==> config.mk <==
export PLATFORM = sky130hd
export DESIGN_NAME = ea_gen
export DESIGN_NICKNAME = d
export VERILOG_FILES = /design/src/rtl/ea_pkg.sv /design/src/rtl/ea_decode.sv /design/src/rtl/ea_sum.sv /design/src/rtl/ea_gen.sv
export SDC_FILE = /design/constraint.sdc
export NUM_CORES = 1
export LEC_CHECK = 0
export BUFFER_PORTS_ARGS = -buffer_cell sky130_fd_sc_hd__buf_2
export CAP_MARGIN = 20
export CORE_ASPECT_RATIO = 1.75
export CORE_MARGIN = 1.5
export CORE_UTILIZATION = 45
export CTS_CLUSTER_SIZE = 8
export DETAILED_ROUTE_END_ITERATION = 6
export PLACE_DENSITY = 0.72
export SYNTH_ARGS = -nofsm -noshare
export SYNTH_HDL_FRONTEND = slang
export SYNTH_SLANG_ARGS = --single-unit
==> constraint.sdc <==
create_clock -name clk_i -period 1.7 [get_ports clk_i]
set_clock_uncertainty 0.05 [all_clocks]
set_input_delay 0.34 -clock clk_i [delete_from_list [all_inputs] [get_ports clk_i]]
set_output_delay 0.34 -clock clk_i [all_outputs]
set_load 0.1 [all_outputs]
==> src/rtl/ea_pkg.sv <==
package ea_pkg;
  localparam int FLD_W = 3;

  typedef enum logic [1:0] {
    MOD_IND = 2'd0,
    MOD_D8  = 2'd1,
    MOD_D32 = 2'd2,
    MOD_REG = 2'd3
  } mod_e;

  typedef enum logic [1:0] {
    DISP_NONE = 2'd0,
    DISP_B8   = 2'd1,
    DISP_FULL = 2'd2
  } disp_e;

  localparam logic [FLD_W-1:0] RM_SIB   = 3'd4;
  localparam logic [FLD_W-1:0] RM_ABS   = 3'd5;
  localparam logic [FLD_W-1:0] IDX_NONE = 3'd4;

  typedef struct packed {
    logic       is_reg;
    logic       use_base;
    logic       use_idx;
    logic [1:0] scale;
    disp_e      disp_sel;
  } ea_ctl_t;
endpackage

==> src/rtl/ea_decode.sv <==
module ea_decode
  import ea_pkg::*;
(
  input  logic [1:0]       mod_i,
  input  logic [FLD_W-1:0] rm_i,
  input  logic [7:0]       sib_i,
  output ea_ctl_t          ctl_o,
  output logic [FLD_W-1:0] base_sel_o,
  output logic [FLD_W-1:0] idx_sel_o
);
  logic [FLD_W-1:0] sib_base, sib_idx;
  logic             has_sib;
  mod_e             mode;

  assign mode     = mod_e'(mod_i);
  assign sib_base = sib_i[2:0];
  assign sib_idx  = sib_i[5:3];
  assign has_sib  = (mode != MOD_REG) && (rm_i == RM_SIB);

  always_comb begin
    ctl_o      = '0;
    base_sel_o = '0;
    idx_sel_o  = '0;
    ctl_o.is_reg = (mode == MOD_REG);
    unique case (mode)
      MOD_D8:  ctl_o.disp_sel = DISP_B8;
      MOD_D32: ctl_o.disp_sel = DISP_FULL;
      default: ctl_o.disp_sel = DISP_NONE;
    endcase
    if (has_sib) begin
      ctl_o.scale   = sib_i[7:6];
      ctl_o.use_idx = (sib_idx != IDX_NONE);
      idx_sel_o     = ctl_o.use_idx ? sib_idx : '0;
      // mod 0 with base 5: no base, disp32 instead
      if (mode == MOD_IND && sib_base == RM_ABS) begin
        ctl_o.disp_sel = DISP_FULL;
      end else begin
        ctl_o.use_base = 1'b1;
        base_sel_o     = sib_base;
      end
    end else if (mode == MOD_IND && rm_i == RM_ABS) begin
      ctl_o.disp_sel = DISP_FULL;
    end else if (mode != MOD_REG) begin
      ctl_o.use_base = 1'b1;
      base_sel_o     = rm_i;
    end
  end
endmodule

==> src/rtl/ea_sum.sv <==
module ea_sum
  import ea_pkg::*;
#(
  parameter int ADDR_W = 32
) (
  input  ea_ctl_t           ctl_i,
  input  logic [ADDR_W-1:0] base_val_i,
  input  logic [ADDR_W-1:0] idx_val_i,
  input  logic [ADDR_W-1:0] disp_i,
  output logic [ADDR_W-1:0] sum_o
);
  localparam int B8_W = 8;

  logic [ADDR_W-1:0] base_term, idx_term, disp_term, disp_b8;

  generate
    if (ADDR_W > B8_W) begin : g_sext
      assign disp_b8 = {{(ADDR_W-B8_W){disp_i[B8_W-1]}}, disp_i[B8_W-1:0]};
    end else begin : g_trunc
      assign disp_b8 = disp_i;
    end
  endgenerate

  always_comb begin
    base_term = ctl_i.use_base ? base_val_i : '0;
    idx_term  = ctl_i.use_idx ? (idx_val_i << ctl_i.scale) : '0;
    unique case (ctl_i.disp_sel)
      DISP_B8:   disp_term = disp_b8;
      DISP_FULL: disp_term = disp_i;
      default:   disp_term = '0;
    endcase
    sum_o = base_term + idx_term + disp_term;
  end
endmodule

==> src/rtl/ea_gen.sv <==
module ea_gen
  import ea_pkg::*;
#(
  parameter int ADDR_W = 32
) (
  input  logic              clk_i,
  input  logic              rst_ni,
  input  logic              valid_i,
  input  logic [7:0]        modrm_i,
  input  logic [7:0]        sib_i,
  input  logic [ADDR_W-1:0] disp_i,
  output logic [FLD_W-1:0]  rf_base_addr_o,
  output logic [FLD_W-1:0]  rf_idx_addr_o,
  input  logic [ADDR_W-1:0] rf_base_data_i,
  input  logic [ADDR_W-1:0] rf_idx_data_i,
  output logic              valid_o,
  output logic [ADDR_W-1:0] addr_o,
  output logic              is_reg_o,
  output logic [FLD_W-1:0]  reg_o,
  output logic [FLD_W-1:0]  rm_reg_o
);
  ea_ctl_t           ctl;
  logic [ADDR_W-1:0] sum;

  ea_decode u_dec (
    .mod_i      (modrm_i[7:6]),
    .rm_i       (modrm_i[2:0]),
    .sib_i      (sib_i),
    .ctl_o      (ctl),
    .base_sel_o (rf_base_addr_o),
    .idx_sel_o  (rf_idx_addr_o)
  );

  ea_sum #(.ADDR_W(ADDR_W)) u_sum (
    .ctl_i      (ctl),
    .base_val_i (rf_base_data_i),
    .idx_val_i  (rf_idx_data_i),
    .disp_i     (disp_i),
    .sum_o      (sum)
  );

  always_ff @(posedge clk_i or negedge rst_ni) begin
    if (!rst_ni) begin
      valid_o  <= 1'b0;
      addr_o   <= '0;
      is_reg_o <= 1'b0;
      reg_o    <= '0;
      rm_reg_o <= '0;
    end else begin
      valid_o <= valid_i;
      if (valid_i) begin
        addr_o   <= ctl.is_reg ? '0 : sum;
        is_reg_o <= ctl.is_reg;
        reg_o    <= modrm_i[5:3];
        rm_reg_o <= modrm_i[2:0];
      end
    end
  end
endmodule

# After elaboration in Yosys (flattened, before gate mapping)
# Cells that the tools add are included.
[classes] reduce_logical=4 shifts=1 n_eq_ne=10 add_sub_neg=2 mux=19
[op_table] op="$mux 32" count=3
[op_table] op="$add 32x32->32" count=2
[op_table] op="$pmux 32 s2" count=1
[op_table] op="$shl 32x2->32" count=1
[op_table] op="$mux 3" count=7
[op_table] op="$eq 3x3->1 const B" count=3
[op_table] op="$eq 2x2->1 const B" count=3
[op_table] op="$mux 2" count=3
[op_table] op="$eq 2x1->1 const B" count=2
[op_table] op="$mux 1" count=4
[op_table] op="$pmux 2 s2" count=1
[op_table] op="$logic_and 1x1->1" count=3
[op_table] op="$ne 3x3->1 const B" count=1
[op_table] op="$logic_not 2->1" count=1
[op_table] op="$ne 2x2->1 const B" count=1
[totals] word_cells=41 out_inout_bits=46 ff_bits=40 in_bits=115

# Depth between registers and ports, before layout
[logic_depth] depth_word=8 mapped_depth=20 ltp_nobuf=17

# Modules after synthesis
# Synthesis repeated with hierarchy kept, for this count alone.
[hier_totals] cells_unflattened=711 area_unflattened_um2=5940.7
[modules_own_cells] module="ea_sum" area_each_um2=4060.1 cells_each=530 n_inst=1
[modules_own_cells] module="ea_gen" area_each_um2=1682.9 cells_each=154 n_inst=1
[modules_own_cells] module="ea_decode" area_each_um2=197.7 cells_each=27 n_inst=1

# Worst setup path before layout
# Ideal clock, no wire load.
[synth_path] path_type="input port to flip-flop" startpoint="input modrm_i[0]" endpoint="register addr_o[29]" arrival_ns=4.289 setup_slack_ns=-2.710 n_path_buf=2 required_time_ns=1.579 cell_stages=18 setup_ns=0.071 path_cell_list="clkbuf_1 inv_1 nand4_1 buf_2 mux2i_1 or3_1 fa_1 inv_1 ha_1 fa_1 a21o_1 a221oi_2 nor4_1 a21oi_2 a31oi_1 a211o_1 a311o_1 nand3_1"
[synth_between] elab_chain_cells=8
[synth_lines] item="start, declared" line_no="ea_gen.sv:9" source="input logic [7:0] modrm_i,"
[synth_lines] item="$eq 3x3->1 (on tied branches)" line_no="ea_decode.sv:18, ea_decode.sv:41"
[synth_lines] item="$logic_and 1x1->1 (on tied branches)" line_no="ea_decode.sv:18, ea_decode.sv:41"
[synth_lines] item="$mux 3, or another cell as far along" line_no="ea_decode.sv:30" source="if (has_sib) begin"
[synth_lines] item="$shl 32x2->32, or another cell as far along" line_no="ea_sum.sv:26" source="idx_term = ctl_i.use_idx ? (idx_val_i << ctl_i.scale) : '0;"
[synth_lines] item="$mux 32, or another cell as far along" line_no="ea_sum.sv:26"
[synth_lines] item="$add 32x32->32 / $pmux 32 s2 (equally long branches)" line_no="ea_sum.sv:32, ea_sum.sv:27"
[synth_lines] item="$add 32x32->32 (*)" line_no="ea_sum.sv:32" source="sum_o = base_term + idx_term + disp_term;"
[synth_lines] item="$mux 32 (*)" line_no="ea_gen.sv:52" source="addr_o <= ctl.is_reg ? '0 : sum;"
[synth_lines] item="end signal, assigned" line_no="ea_gen.sv:52"
[synth_lines] item="end, declared" line_no="ea_gen.sv:17" source="output logic [ADDR_W-1:0] addr_o,"
# Mark *: on every way between the ends. The rest lies on a longest branch, timed or not.
# A chain may end at the register's enable or synchronous reset.

# Worst setup path after layout
[layout_path] startpoint="input modrm_i[1]" endpoint="register addr_o[31]"
# Same word-level chain as after synthesis.

==> results.md <==
- Status: finished, violations left
- Violated checks: setup timing
- Syn Std Cell Area: 5020 um2
- Seq/Total Area, Yosys: 19.9%
- Clock power share: 16.2%
- Global-route usage over all layers: 32.2%
- Slew @ Worst Pin: 0.503 ns
- DRT Wirelength: 20900 um
- Final Slew Violations: 0
- EDFF count, synth: 0
- GP Congestion: 1.06
- First-pass GRT wire length: 30300 um
- Period utilization: 236%
- Power Total: 7010 uW
- Detail Route Antenna Nets: 0
- FMAX: 250 MHz
- Hold Startpoint: modrm_i[5]
- IO Port Bufs: 160
- Die height: 143 um
- Setup crit start kind: primary input
- Post-Syn Instances: 615
- Dpl ws: -2.73 ns
- Final hold vios: 0
- DP HPWL: 14400 um
- Synth warn: 0
- Syn avg cell area: 8.17 um2
- Setup TNS: -59.10 ns
- Count of cell types in the netlist: 56
- Unrepaired setup endpoints after global routing: true
- Final min period: 4.01 ns
- # clock sinks: 40
- Via density: 5.87
- DR vias: 6110
- DP Area: 7030 um2
- Met1 Resource Use GR: 32.3%
- Final setup violation count: 37
- R2R depth: 2
- Core area: 10800 um2
- Async SR Flop Fraction: 100%
- Power Dens Cells: 857 nW/um2
- TritonCTS Buffers: 5
- Critical Path RT: 1.88 ns
- Psw: 3610 uW
- Worst hold path type: in2reg
- Pre-Repair DR Iteration Count: 7
- WL/cell: 20.1 um
- Ratio of cells with drive above 1 in the final layout: 50.4%
- Initial antenna violation count: 0
- Crit end category: flip-flop
- Overflow after GRT: 0
- Arr. time, crit path: 4.19 ns
- Die area: 11800 um2
- Syn Nets: 792
- # rows: 50
- WS Path Type: in2reg
- Multi-input logic area: 4300 um2
- FF/Latch Area: 1000 um2
- TritonCTS clock tree: built
- Crit path from: modrm_i[1]
- H-tree Lvls: 2
- Initial Util: 46.7%
- Synth Register Bits: 40
- Synth-to-layout area growth: 62.7%
- Most used routing layer: met2
- CP Max Fanout: 6
- Max transition margin: 66.7%
- Logic pwr share: 65.6%
- Residual DRC: 0
- Fillers: 698
- FF-to-FF End: addr_o[31]$_DFFE_PN0P_
- Grt met2 use: 61.4%
- Seq pwr share: 18.2%
- Total Nets Final: 1087
- Ys flop type: dfrtp_1
- Most frequent cells in the layout: buf_2, buf_4, nand2_1
- Largest net degree at the start of global routing: 41
- Clock transition at path regs: 0.06 ns
- Ant. Diodes: 0
- Worst vdd ir: 0.000737 V
- Final worst slack: -2.31 ns
- Commonest non-fill, non-tap cell in the layout: buf_2
- Die Wd: 82.9 um
- Vias in the first global route: 6289
- Io pins: 161
- Flop-to-flop setup slack: 0.71 ns
- Hold_ws: 0.232 ns
- Pleak: 0.00436 uW
- Internal power: 3400 uW
- Worst-Skew Late Latency: 0.30 ns
- Critical Path Sink: addr_o[31]$_DFFE_PN0P_
- Met3 GRT Util: 4.10%
- Reg-to-Reg Start: addr_o[31]$_DFFE_PN0P_
- Root Buffer: clkbuf_16
- Final instance area: 8180 um2
- Max-capacitance violation count: 0
- Clock tree buffer depth: 2
- Switching share of power: 51.5%
- Number of DRC markers after the initial detailed-route iteration: 417
==> Yosys cell counts, drive strengths merged (12+ instances only) <==
master  number  area share, %
mux2        24            5.4
xnor2       13            2.3
o211ai      15            2.2
a21o        14            2.1
o21ai       26            2.6
ha          30            7.5
inv         68            5.1
fa          32             13
mux2i       15            3.0
a22o        27            4.7
clkbuf      26            1.9
nand3       14            1.4
xor2        12            2.1
nor2        22            1.6
nand2      100            7.5
dfrtp       40             20
a21oi       47            4.8
==> what timing repair did <==
action                                  CTS  global route
hold buffers                              1             0
endpoints found under the setup margin   38            38
resized for setup                        88            77
pin swaps                                55            56
buffers inserted                         19            22
endpoints found under the hold margin    40             0
==> metal layers <==
metal	routed length (um)	vias to the layer above	part of all wire, %
met5	0	-	0
met4	1240	0	5.9
met3	1280	88	6.1
met2	11400	343	55
met1	6990	2943	33
li1	-	2736	-
==> power groups by stage <==
stage,Combinational [uW],Sequential (uW),Clock (uW)
after floorplan,1380,2700,0
after global placement,3910,1290,0
after detailed placement,3990,1290,0
after CTS,4240,1280,1130
after global routing,4820,1290,1180
final,4590,1280,1140
==> through the flow <==
stage | cells | util [%]
after floorplan | 615 | -
after global placement | 1000 | 65.4
after detailed placement | 1000 | 65.4
after CTS | 1024 | 71.9
after global routing | 1041 | 76.0
final | 1041 | 76.0
==> registers in the layout, summed over array words and instances, names as in the netlist <==
signal,flops
is_reg_o,1
valid_o,1
addr_o,32
rm_reg_o,3
reg_o,3
==> worst max-delay path, cell delays in order <==
cell and delay (ns):
buf_8 0.10, nor2b_4 0.15, nand4_1 0.13, buf_6 0.16
buf_6 0.13, mux2_4 0.31, o211ai_1 0.29, fa_1 0.49
inv_2 0.11, ha_4 0.22, buf_4 0.15, nand3_1 0.12
nand2_1 0.10, a31o_4 0.27, a21oi_4 0.18, a31oi_4 0.12
a211o_1 0.37, buf_4 0.15, a31o_2 0.21, nand3_2 0.07
==> area by class of cell <==
class	instances	share of cell area (%)
multi-input combinational	474	52.6
timing repair buffer	321	28.0
sequential	40	12.2
inverter	68	3.18
tap	130	1.99
clock buffer	6	1.58
clock inverter	2	0.429
==> cell families (layout without fill, tap and decap cells) <==
family	Yosys count	in the layout	synth area share [%]
compound gates	170	170	23.3
mux	40	40	8.81
simple gates	177	177	15.8
xor+xnor	25	25	4.36
buf+inv	101	397	7.62
fa+ha+maj	62	62	20.2
flops	40	40	19.9
==> worst min path at each step <==
stage,depth (start not counted),slack (ns),to
after floorplan,0,-0.006,addr_o[0]$_DFFE_PN0P_
after global placement,2,0.28,reg_o[1]$_DFFE_PN0P_
after detailed placement,2,0.28,reg_o[1]$_DFFE_PN0P_
after CTS,2,0.23,reg_o[2]$_DFFE_PN0P_
after global routing,2,0.24,reg_o[2]$_DFFE_PN0P_
final,2,0.23,reg_o[2]$_DFFE_PN0P_
Note: power is estimated with default switching activity, not from simulation.
